**src/rtl/stc_pkg.sv**
```systemverilog
// Shared types and character codes for the serial command threshold controller.
package stc_pkg;

    // Receiver framing states
    typedef enum logic [2:0] {
        RX_IDLE,
        RX_START,
        RX_DATA,
        RX_STOP,
        RX_WAIT_HIGH
    } rx_state_t;

    // Line assembler states
    typedef enum logic {
        ASM_COLLECT,
        ASM_WAIT_LF
    } asm_state_t;

    // Outcome of a completed line; CMD_NONE when no line completes this cycle
    typedef enum logic [2:0] {
        CMD_NONE,
        CMD_COEF_UP,
        CMD_COEF_DN,
        CMD_AUX_UP,
        CMD_AUX_DN,
        CMD_HELP,
        CMD_SHOW,
        CMD_ERR
    } cmd_t;

    localparam logic [7:0] CH_CR = 8'h0D;
    localparam logic [7:0] CH_LF = 8'h0A;
    localparam logic [7:0] CH_1  = 8'h31;
    localparam logic [7:0] CH_2  = 8'h32;
    localparam logic [7:0] CH_3  = 8'h33;
    localparam logic [7:0] CH_Y  = 8'h79;
    localparam logic [7:0] CH_N  = 8'h6E;
    localparam logic [7:0] CH_S  = 8'h73;

endpackage

```
**src/rtl/uart_rx_os.sv**
```systemverilog
// Oversampling 8N1 receiver.
// Assumes: tick pulses at OS times the baud rate; the line idles high.
// A byte is reported with a one-cycle valid pulse at the middle of its stop bit.
// A frame with a low stop bit is dropped, and the receiver then waits for the line to go high again.
module uart_rx_os #(
    parameter int OS     = 16,
    parameter int DATA_W = 8
) (
    input  logic              clk,
    input  logic              rst_n,
    input  logic              tick,
    input  logic              rxd,
    output logic              valid,
    output logic [DATA_W-1:0] data
);
    import stc_pkg::*;

    localparam int CW  = $clog2(OS);
    localparam int BW  = $clog2(DATA_W);
    localparam logic [CW-1:0] HALF = CW'(OS / 2 - 1);
    localparam logic [CW-1:0] LAST = CW'(OS - 1);
    localparam logic [BW-1:0] BLAST = BW'(DATA_W - 1);

    logic              s0, s1;
    rx_state_t         state;
    logic [CW-1:0]     tcnt;
    logic [BW-1:0]     bitn;
    logic [DATA_W-1:0] shreg;

    // Two-flop synchronizer for the asynchronous line
    always_ff @(posedge clk) begin
        if (!rst_n) begin
            s0 <= 1'b1;
            s1 <= 1'b1;
        end else begin
            s0 <= rxd;
            s1 <= s0;
        end
    end

    // Framing state machine: start check, data shift, stop check
    always_ff @(posedge clk) begin
        if (!rst_n) begin
            state <= RX_IDLE;
            tcnt  <= '0;
            bitn  <= '0;
            shreg <= '0;
            valid <= 1'b0;
        end else begin
            valid <= 1'b0;
            case (state)
                RX_IDLE: begin
                    if (tick && !s1) begin
                        state <= RX_START;
                        tcnt  <= '0;
                    end
                end
                RX_START: begin
                    if (tick) begin
                        if (tcnt == HALF) begin
                            tcnt <= '0;
                            bitn <= '0;
                            state <= s1 ? RX_IDLE : RX_DATA;
                        end else begin
                            tcnt <= tcnt + 1'b1;
                        end
                    end
                end
                RX_DATA: begin
                    if (tick) begin
                        if (tcnt == LAST) begin
                            tcnt  <= '0;
                            shreg <= {s1, shreg[DATA_W-1:1]};
                            if (bitn == BLAST) state <= RX_STOP;
                            else               bitn  <= bitn + 1'b1;
                        end else begin
                            tcnt <= tcnt + 1'b1;
                        end
                    end
                end
                RX_STOP: begin
                    if (tick) begin
                        if (tcnt == LAST) begin
                            tcnt <= '0;
                            if (s1) begin
                                valid <= 1'b1;
                                state <= RX_IDLE;
                            end else begin
                                state <= RX_WAIT_HIGH;
                            end
                        end else begin
                            tcnt <= tcnt + 1'b1;
                        end
                    end
                end
                RX_WAIT_HIGH: begin
                    if (s1) state <= RX_IDLE;
                end
                default: state <= RX_IDLE;
            endcase
        end
    end

    assign data = shreg;

endmodule

```
**src/rtl/uart_tx_os.sv**
```systemverilog
// 8N1 transmitter timed by the same oversampling tick as the receiver.
// Assumes: load is only honoured while busy is low; the line idles high.
module uart_tx_os #(
    parameter int OS     = 16,
    parameter int DATA_W = 8
) (
    input  logic              clk,
    input  logic              rst_n,
    input  logic              tick,
    input  logic              load,
    input  logic [DATA_W-1:0] data,
    output logic              busy,
    output logic              txd
);
    localparam int FRAME_W = DATA_W + 2;
    localparam int CW      = $clog2(OS);
    localparam int NW      = $clog2(FRAME_W + 1);
    localparam logic [CW-1:0] LAST = CW'(OS - 1);

    logic [FRAME_W-1:0] shreg;
    logic [CW-1:0]      tcnt;
    logic [NW-1:0]      left;

    // Load a frame, then shift one bit out every OS ticks
    always_ff @(posedge clk) begin
        if (!rst_n) begin
            shreg <= '1;
            tcnt  <= '0;
            left  <= '0;
            busy  <= 1'b0;
        end else if (!busy) begin
            if (load) begin
                shreg <= {1'b1, data, 1'b0};
                tcnt  <= '0;
                left  <= NW'(FRAME_W);
                busy  <= 1'b1;
            end
        end else if (tick) begin
            if (tcnt == LAST) begin
                tcnt  <= '0;
                shreg <= {1'b1, shreg[FRAME_W-1:1]};
                left  <= left - 1'b1;
                if (left == NW'(1)) busy <= 1'b0;
            end else begin
                tcnt <= tcnt + 1'b1;
            end
        end
    end

    assign txd = busy ? shreg[0] : 1'b1;

endmodule

```
**src/rtl/line_cmd_decoder.sv**
```systemverilog
// Line assembler and command classifier.
// Assumes: byte_valid is a one-cycle strobe, and two strobes are never adjacent.
// Only the first two payload bytes are kept, because longer lines are never commands.
// cmd is combinational and valid in the cycle the terminating line feed is presented.
module line_cmd_decoder #(
    parameter int LINE_MAX = 128,
    parameter int CNT_W    = $clog2(LINE_MAX + 1)
) (
    input  logic                clk,
    input  logic                rst_n,
    input  logic                byte_valid,
    input  logic [7:0]          byte_data,
    output stc_pkg::cmd_t       cmd,
    output logic [CNT_W-1:0]    line_cnt,
    output stc_pkg::asm_state_t asm_state
);
    import stc_pkg::*;

    logic [7:0] first_q, second_q;

    // Classify the line when a line feed follows the carriage return
    always_comb begin
        cmd = CMD_NONE;
        if (byte_valid && asm_state == ASM_WAIT_LF && byte_data == CH_LF) begin
            if (line_cnt == '0) begin
                cmd = CMD_HELP;
            end else if (line_cnt == CNT_W'(2)) begin
                case ({first_q, second_q})
                    {CH_1, CH_Y}: cmd = CMD_COEF_UP;
                    {CH_1, CH_N}: cmd = CMD_COEF_DN;
                    {CH_2, CH_Y}: cmd = CMD_AUX_UP;
                    {CH_2, CH_N}: cmd = CMD_AUX_DN;
                    {CH_3, CH_S}: cmd = CMD_SHOW;
                    default:      cmd = CMD_ERR;
                endcase
            end else begin
                cmd = CMD_ERR;
            end
        end
    end

    // Track the assembler state, the payload count and the first two bytes
    always_ff @(posedge clk) begin
        if (!rst_n) begin
            asm_state <= ASM_COLLECT;
            line_cnt  <= '0;
            first_q   <= '0;
            second_q  <= '0;
        end else if (byte_valid) begin
            case (asm_state)
                ASM_COLLECT: begin
                    if (byte_data == CH_CR) begin
                        asm_state <= ASM_WAIT_LF;
                    end else if (line_cnt == CNT_W'(LINE_MAX)) begin
                        line_cnt <= '0;
                    end else begin
                        if (line_cnt == CNT_W'(0)) first_q  <= byte_data;
                        if (line_cnt == CNT_W'(1)) second_q <= byte_data;
                        line_cnt <= line_cnt + 1'b1;
                    end
                end
                ASM_WAIT_LF: begin
                    asm_state <= ASM_COLLECT;
                    line_cnt  <= '0;
                end
                default: asm_state <= ASM_COLLECT;
            endcase
        end
    end

endmodule

```
**src/rtl/serial_tune_ctrl.sv**
```systemverilog
// Top: serial command threshold controller.
// Receives serial text, echoes each good byte, assembles lines and applies
// step commands to two tuning registers. It also pulses the help, show and error outputs.
// Assumes: CLK_HZ is at least OS times BAUD; rst_n is synchronous and active low.
module serial_tune_ctrl #(
    parameter int CLK_HZ    = 100_000_000,
    parameter int BAUD      = 115_200,
    parameter int OS        = 16,
    parameter int LINE_MAX  = 128,
    parameter int VAL_W     = 8,
    parameter int COEF_INIT = 128,
    parameter int AUX_INIT  = 8,
    parameter int COEF_STEP = 5,
    parameter int AUX_STEP  = 1
) (
    input  logic             clk,
    input  logic             rst_n,
    input  logic             serial_rx,
    output logic             serial_tx,
    output logic [VAL_W-1:0] coef_q,
    output logic [VAL_W-1:0] aux_q,
    output logic             help_pulse,
    output logic             show_pulse,
    output logic             err_pulse
);
    import stc_pkg::*;

    localparam int TICK_DIV = (CLK_HZ / (BAUD * OS)) < 1 ? 1 : CLK_HZ / (BAUD * OS);
    localparam int CNT_W    = $clog2(LINE_MAX + 1);

    logic             tick;
    logic             rx_valid;
    logic [7:0]       rx_data;
    logic             tx_busy;
    logic             tx_load;
    logic             pend_full;
    logic [7:0]       pend_data;
    cmd_t             cmd;
    logic [CNT_W-1:0] line_cnt;
    asm_state_t       asm_state;

    // Oversampling tick: constant when the clock already matches OS x baud
    generate
        if (TICK_DIV == 1) begin : g_tick_direct
            assign tick = 1'b1;
        end else begin : g_tick_div
            localparam int DW = $clog2(TICK_DIV);
            logic [DW-1:0] div_q;
            // Divide the clock down to one tick every TICK_DIV cycles
            always_ff @(posedge clk) begin
                if (!rst_n || div_q == DW'(TICK_DIV - 1)) div_q <= '0;
                else                                     div_q <= div_q + 1'b1;
            end
            assign tick = (div_q == DW'(TICK_DIV - 1));
        end
    endgenerate

    uart_rx_os #(.OS(OS), .DATA_W(8)) u_rx (
        .clk   (clk),
        .rst_n (rst_n),
        .tick  (tick),
        .rxd   (serial_rx),
        .valid (rx_valid),
        .data  (rx_data)
    );

    assign tx_load = pend_full && !tx_busy;

    // One-entry holding register that absorbs phase skew between receive and echo
    always_ff @(posedge clk) begin
        if (!rst_n) begin
            pend_full <= 1'b0;
            pend_data <= '0;
        end else if (rx_valid) begin
            pend_full <= 1'b1;
            pend_data <= rx_data;
        end else if (tx_load) begin
            pend_full <= 1'b0;
        end
    end

    uart_tx_os #(.OS(OS), .DATA_W(8)) u_tx (
        .clk   (clk),
        .rst_n (rst_n),
        .tick  (tick),
        .load  (tx_load),
        .data  (pend_data),
        .busy  (tx_busy),
        .txd   (serial_tx)
    );

    line_cmd_decoder #(.LINE_MAX(LINE_MAX), .CNT_W(CNT_W)) u_dec (
        .clk        (clk),
        .rst_n      (rst_n),
        .byte_valid (rx_valid),
        .byte_data  (rx_data),
        .cmd        (cmd),
        .line_cnt   (line_cnt),
        .asm_state  (asm_state)
    );

    // Tuning registers: step only on a recognised stepping command
    always_ff @(posedge clk) begin
        if (!rst_n) begin
            coef_q <= VAL_W'(COEF_INIT);
            aux_q  <= VAL_W'(AUX_INIT);
        end else begin
            case (cmd)
                CMD_COEF_UP: coef_q <= coef_q + VAL_W'(COEF_STEP);
                CMD_COEF_DN: coef_q <= coef_q - VAL_W'(COEF_STEP);
                CMD_AUX_UP:  aux_q  <= aux_q + VAL_W'(AUX_STEP);
                CMD_AUX_DN:  aux_q  <= aux_q - VAL_W'(AUX_STEP);
                default: ;
            endcase
        end
    end

    // Request pulses, one cycle each
    always_ff @(posedge clk) begin
        if (!rst_n) begin
            help_pulse <= 1'b0;
            show_pulse <= 1'b0;
            err_pulse  <= 1'b0;
        end else begin
            help_pulse <= (cmd == CMD_HELP);
            show_pulse <= (cmd == CMD_SHOW);
            err_pulse  <= (cmd == CMD_ERR);
        end
    end

endmodule

```
**config.mk**
```make
export PLATFORM = sky130hd
export DESIGN_NAME = serial_tune_ctrl
export DESIGN_NICKNAME = d
export VERILOG_FILES = /design/src/rtl/stc_pkg.sv /design/src/rtl/uart_rx_os.sv /design/src/rtl/uart_tx_os.sv /design/src/rtl/line_cmd_decoder.sv /design/src/rtl/serial_tune_ctrl.sv
export SDC_FILE = /design/constraint.sdc
export NUM_CORES = 1
export LEC_CHECK = 0
export BUFFER_PORTS_ARGS = -buffer_cell sky130_fd_sc_hd__buf_2
export CORE_MARGIN = 4
export CORE_UTILIZATION = 57
export CTS_BUF_LIST = sky130_fd_sc_hd__clkbuf_8
export CTS_CLUSTER_DIAMETER = 200
export DETAILED_ROUTE_END_ITERATION = 7
export GPL_ROUTABILITY_DRIVEN = 0
export GPL_TIMING_DRIVEN = 0
export PLACE_DENSITY_LB_ADDON = 0.3
export SLEW_MARGIN = 0
export SYNTH_ARGS = -nofsm -noshare
export SYNTH_HDL_FRONTEND = slang
export SYNTH_HIERARCHICAL = 1
export SYNTH_SLANG_ARGS = --single-unit
```
**constraint.sdc**
```tcl
create_clock -name clk -period 4.6 [get_ports clk]
set_input_delay 0.23 -clock clk [delete_from_list [all_inputs] [get_ports clk]]
set_output_delay 0.23 -clock clk [all_outputs]
set_load 0.02 [all_outputs]
```
==> impl_metrics.env <==
export IMPL_status="finished clean"
export IMPL_yosysWarnings=6
export IMPL_viasPerCell=5.82
export IMPL_drv_slew=0
export IMPL_final_antenna_net_count=0
export IMPL_ys_types=74
export IMPL_start_util_pct=59.8
export IMPL_dpl_hpwl_um=7120
export IMPL_cts_buffers=9
export IMPL_synth_common_cells="98 x dfxtp_1, 58 x nor2_1, 49 x nand2_1, 43 x nand3_1, 29 x mux2i_1"
export IMPL_wl_per_cell_um=14.1
export IMPL_synth_edf_count=0
export IMPL_grt_overflow=0
export IMPL_p_per_area_nw_per_um2=284
export IMPL_syn_num_nets=580
export IMPL_design_area_um2=5510
export IMPL_clock_latency_ns=0.36
export IMPL_coreArea_um2=8380
export IMPL_max_cap_viol_count=0
export IMPL_cts_root_buffer="clkbuf_8"
export IMPL_io_buffers=22
export IMPL_grt_util_all_layers_pct=19.5
export IMPL_rsz0062_at_grt="no"
export IMPL_reg2reg_to="coef_q[6]"
export IMPL_dpl_cell_area_um2=5260
export IMPL_area_growth_pct=9.80
export IMPL_path_class="reg2reg"
export IMPL_wl_um=9940
export IMPL_synth_seq_area_share_pct=39.1
export IMPL_cp_end_kind="flop"
export IMPL_path_max_fanout=10
export IMPL_io_pins=23
export IMPL_antenna_found_initial=0
export IMPL_die_h_um=102
export IMPL_antennaDiodeCount=0
export IMPL_clk_transition_reported_paths_ns=0.10
export IMPL_postCtsSetupBuffers=0
export IMPL_grt_pass1_vias=3826
export IMPL_postCtsHoldBufs=0
export IMPL_drt_pass1_iter_count=5
export IMPL_holdPathStages=2
export IMPL_r2r_setup_slack_ns=0.65
export IMPL_min_to="u_rx/s0"
export IMPL_synthArstFlopShare_pct=0
export IMPL_grt_max_degree=17
export IMPL_r2r_cells=15
export IMPL_syn_inst=563
export IMPL_die_w_um=102
export IMPL_period_share_pct=85.9
export IMPL_vias=4111
export IMPL_clock_skew_final_ns=0.00993
export IMPL_tightest_slew_ns=0.631
export IMPL_r2r_start="u_dec/line_cnt[3]"
export IMPL_required_ns=4.89
export IMPL_die_area_um2=10400
export IMPL_p_leak_nw=2.03
export IMPL_ir_drop_v=0.000165
export IMPL_power_w=0.00156
export IMPL_nets=613
export IMPL_synth_top_area_share_pct=39.1
export IMPL_cts_path_max_buffers=2
export IMPL_rows=33
export IMPL_max_freq_ghz=0.253
export IMPL_fillerInstances=709
export IMPL_synth_top_cell_by_area="dfxtp_1"
export IMPL_hold_class="in2reg"
export IMPL_worst_setup_path_start_kind="flop"
export IMPL_final_min_clock_period_ns=3.95
export IMPL_setup_tns_final_ns=0
export IMPL_tritoncts="built"
export IMPL_utilization_pct=65.7
export IMPL_synthFlopType="dfxtp_1"
export IMPL_yosys_cell_count_top_type="dfxtp_1"
export IMPL_hold_violations=0
export IMPL_netlist_area_um2=5020
export IMPL_htree_levels=3
export IMPL_drt_iter0_drc=183
export IMPL_clock_sinks=98
export IMPL_drc=0
export IMPL_post_cts_resized=0
export IMPL_grt_pass1_wl_um=16700
export IMPL_synthTopCellsByArea="dfxtp_1 39%, mux2i_1 5.8%, nor2_1 4.3%"
export IMPL_arrival_ns=4.25
export IMPL_setup_viol=0
export IMPL_hp_start="serial_rx"
export IMPL_syn_area_per_cell_um2=8.91
export IMPL_drive_above_1_share_pct=12.6
export IMPL_synth_seq_cells=98
export IMPL_max_slew_margin_pct=57.8
logic make-up (layout without fill, tap and decap cells):
family	after synthesis	after routing	synth area share [%]
xor gates and xnor gates	20	20	3.49
DFF	98	98	39.1
adders and majority gates	14	14	3.49
and+or+nand+nor	261	261	29.0
AOI/OAI and AO/OA	96	96	13.5
buffers and inverters	45	83	5.66
muxes	29	29	5.79
worst max-delay path, stage by stage (launching register included):
cell and delay [ns]:
dfxtp_1 0.35, or4_4 0.59, nor3_4 0.20, nand2_1 0.11, or2_1 0.25, o41a_1 0.40, buf_6 0.15, or3b_4 0.41
buf_6 0.15, xnor2_1 0.12, ha_1 0.25, nor4_1 0.20, nor2_1 0.07, o221ai_1 0.21, mux2i_1 0.24, mux2i_1 0.19
layout by cell type (no fill, tap or decap), drive strengths merged, types with 3 or more instances in the layout:
cell,n
o21ai,31
xnor2,8
a21oi,16
nor2,59
a211oi,8
or3b,3
or3,5
and3,4
and4b,4
buf,42
nor4b,7
nand4,7
nand4b,3
or4,3
nand2,49
nand2b,7
xor2,12
nor4bb,4
o21a,6
clkbuf,20
inv,14
nor2b,19
a22o,3
nand3b,6
nand3,45
dfxtp,98
a21boi,5
o311ai,4
a31oi,5
nor3b,7
nor3,13
mux2i,29
ha,14
and2,3
nor4,8
bufinv,3
layout make-up:
class / count / area [um^2] / area share [%]
Buffer: 32 / 235 / 4.27
Clock buffer: 10 / 138 / 2.50
Clock inverter: 6 / 113 / 2.04
Inverter: 13 / 48.8 / 0.886
Multi-Input combinational cell: 420 / 2770 / 50.3
Sequential cell: 98 / 1960 / 35.6
Tap cell: 105 / 131 / 2.39
Timing Repair Buffer: 22 / 110 / 2.00
worst max path at each step:
stage,slack [ns],from,depth (start not counted),to
6_report,0.65,u_dec/line_cnt[3],15,coef_q[6]
2_1_floorplan,0.94,u_dec/line_cnt[3],15,coef_q[6]
3_5_place_dp,0.67,u_dec/line_cnt[3],15,coef_q[6]
3_3_place_gp,0.75,u_dec/line_cnt[3],15,coef_q[6]
5_1_grt,0.45,u_dec/first_q[4],15,coef_q[6]
4_1_cts,0.65,u_dec/line_cnt[3],15,coef_q[6]
power breakdown:
group	leakage [nW]	total, W	switching (W)	internal (W)
clock	0.127	0.000674	0.000296	0.000378
sequential	0.791	0.000853	0.00000225	0.000851
combinational	1.12	0.0000357	0.0000232	0.0000124
state kept, by name (all words and copies together) (netlist names):
signal and cells:
u_tx/tcnt 4, aux_q 8, u_rx/data 8, help_pulse 1, err_pulse 1, coef_q 8, u_rx/s0 1, u_rx/bitn 3
u_rx/tcnt 4, show_pulse 1, u_tx/left 4, u_dec/first_q 8, u_rx/s1 1, u_dec/asm_state 1, u_tx/busy 1, g_tick_div.div_q 6
pend_data 8, u_dec/line_cnt 8, u_rx/valid 1, u_tx/shreg 9, pend_full 1, u_dec/second_q 8, u_rx/state 3
routing by layer:
metal	wire length [um]	vias up	GRT usage [%]
met5	0	-	0
met4	161	0	7.37
met3	369	16	2.80
met2	4750	91	33.8
met1	4660	1911	24.6
li1	-	2093	-
through the flow:
step / worst slack (ns) / hold WS, ns / instances
global placement: 0.748 / 0.390 / 690
global route: 0.446 / 0.0639 / 706
floorplan: 0.944 / 0.292 / 563
finish: 0.648 / 0.0440 / 706
CTS: 0.648 / 0.0322 / 706
detailed placement: 0.670 / 0.402 / 690
No activity file was read; power rests on OpenSTA's default activity.
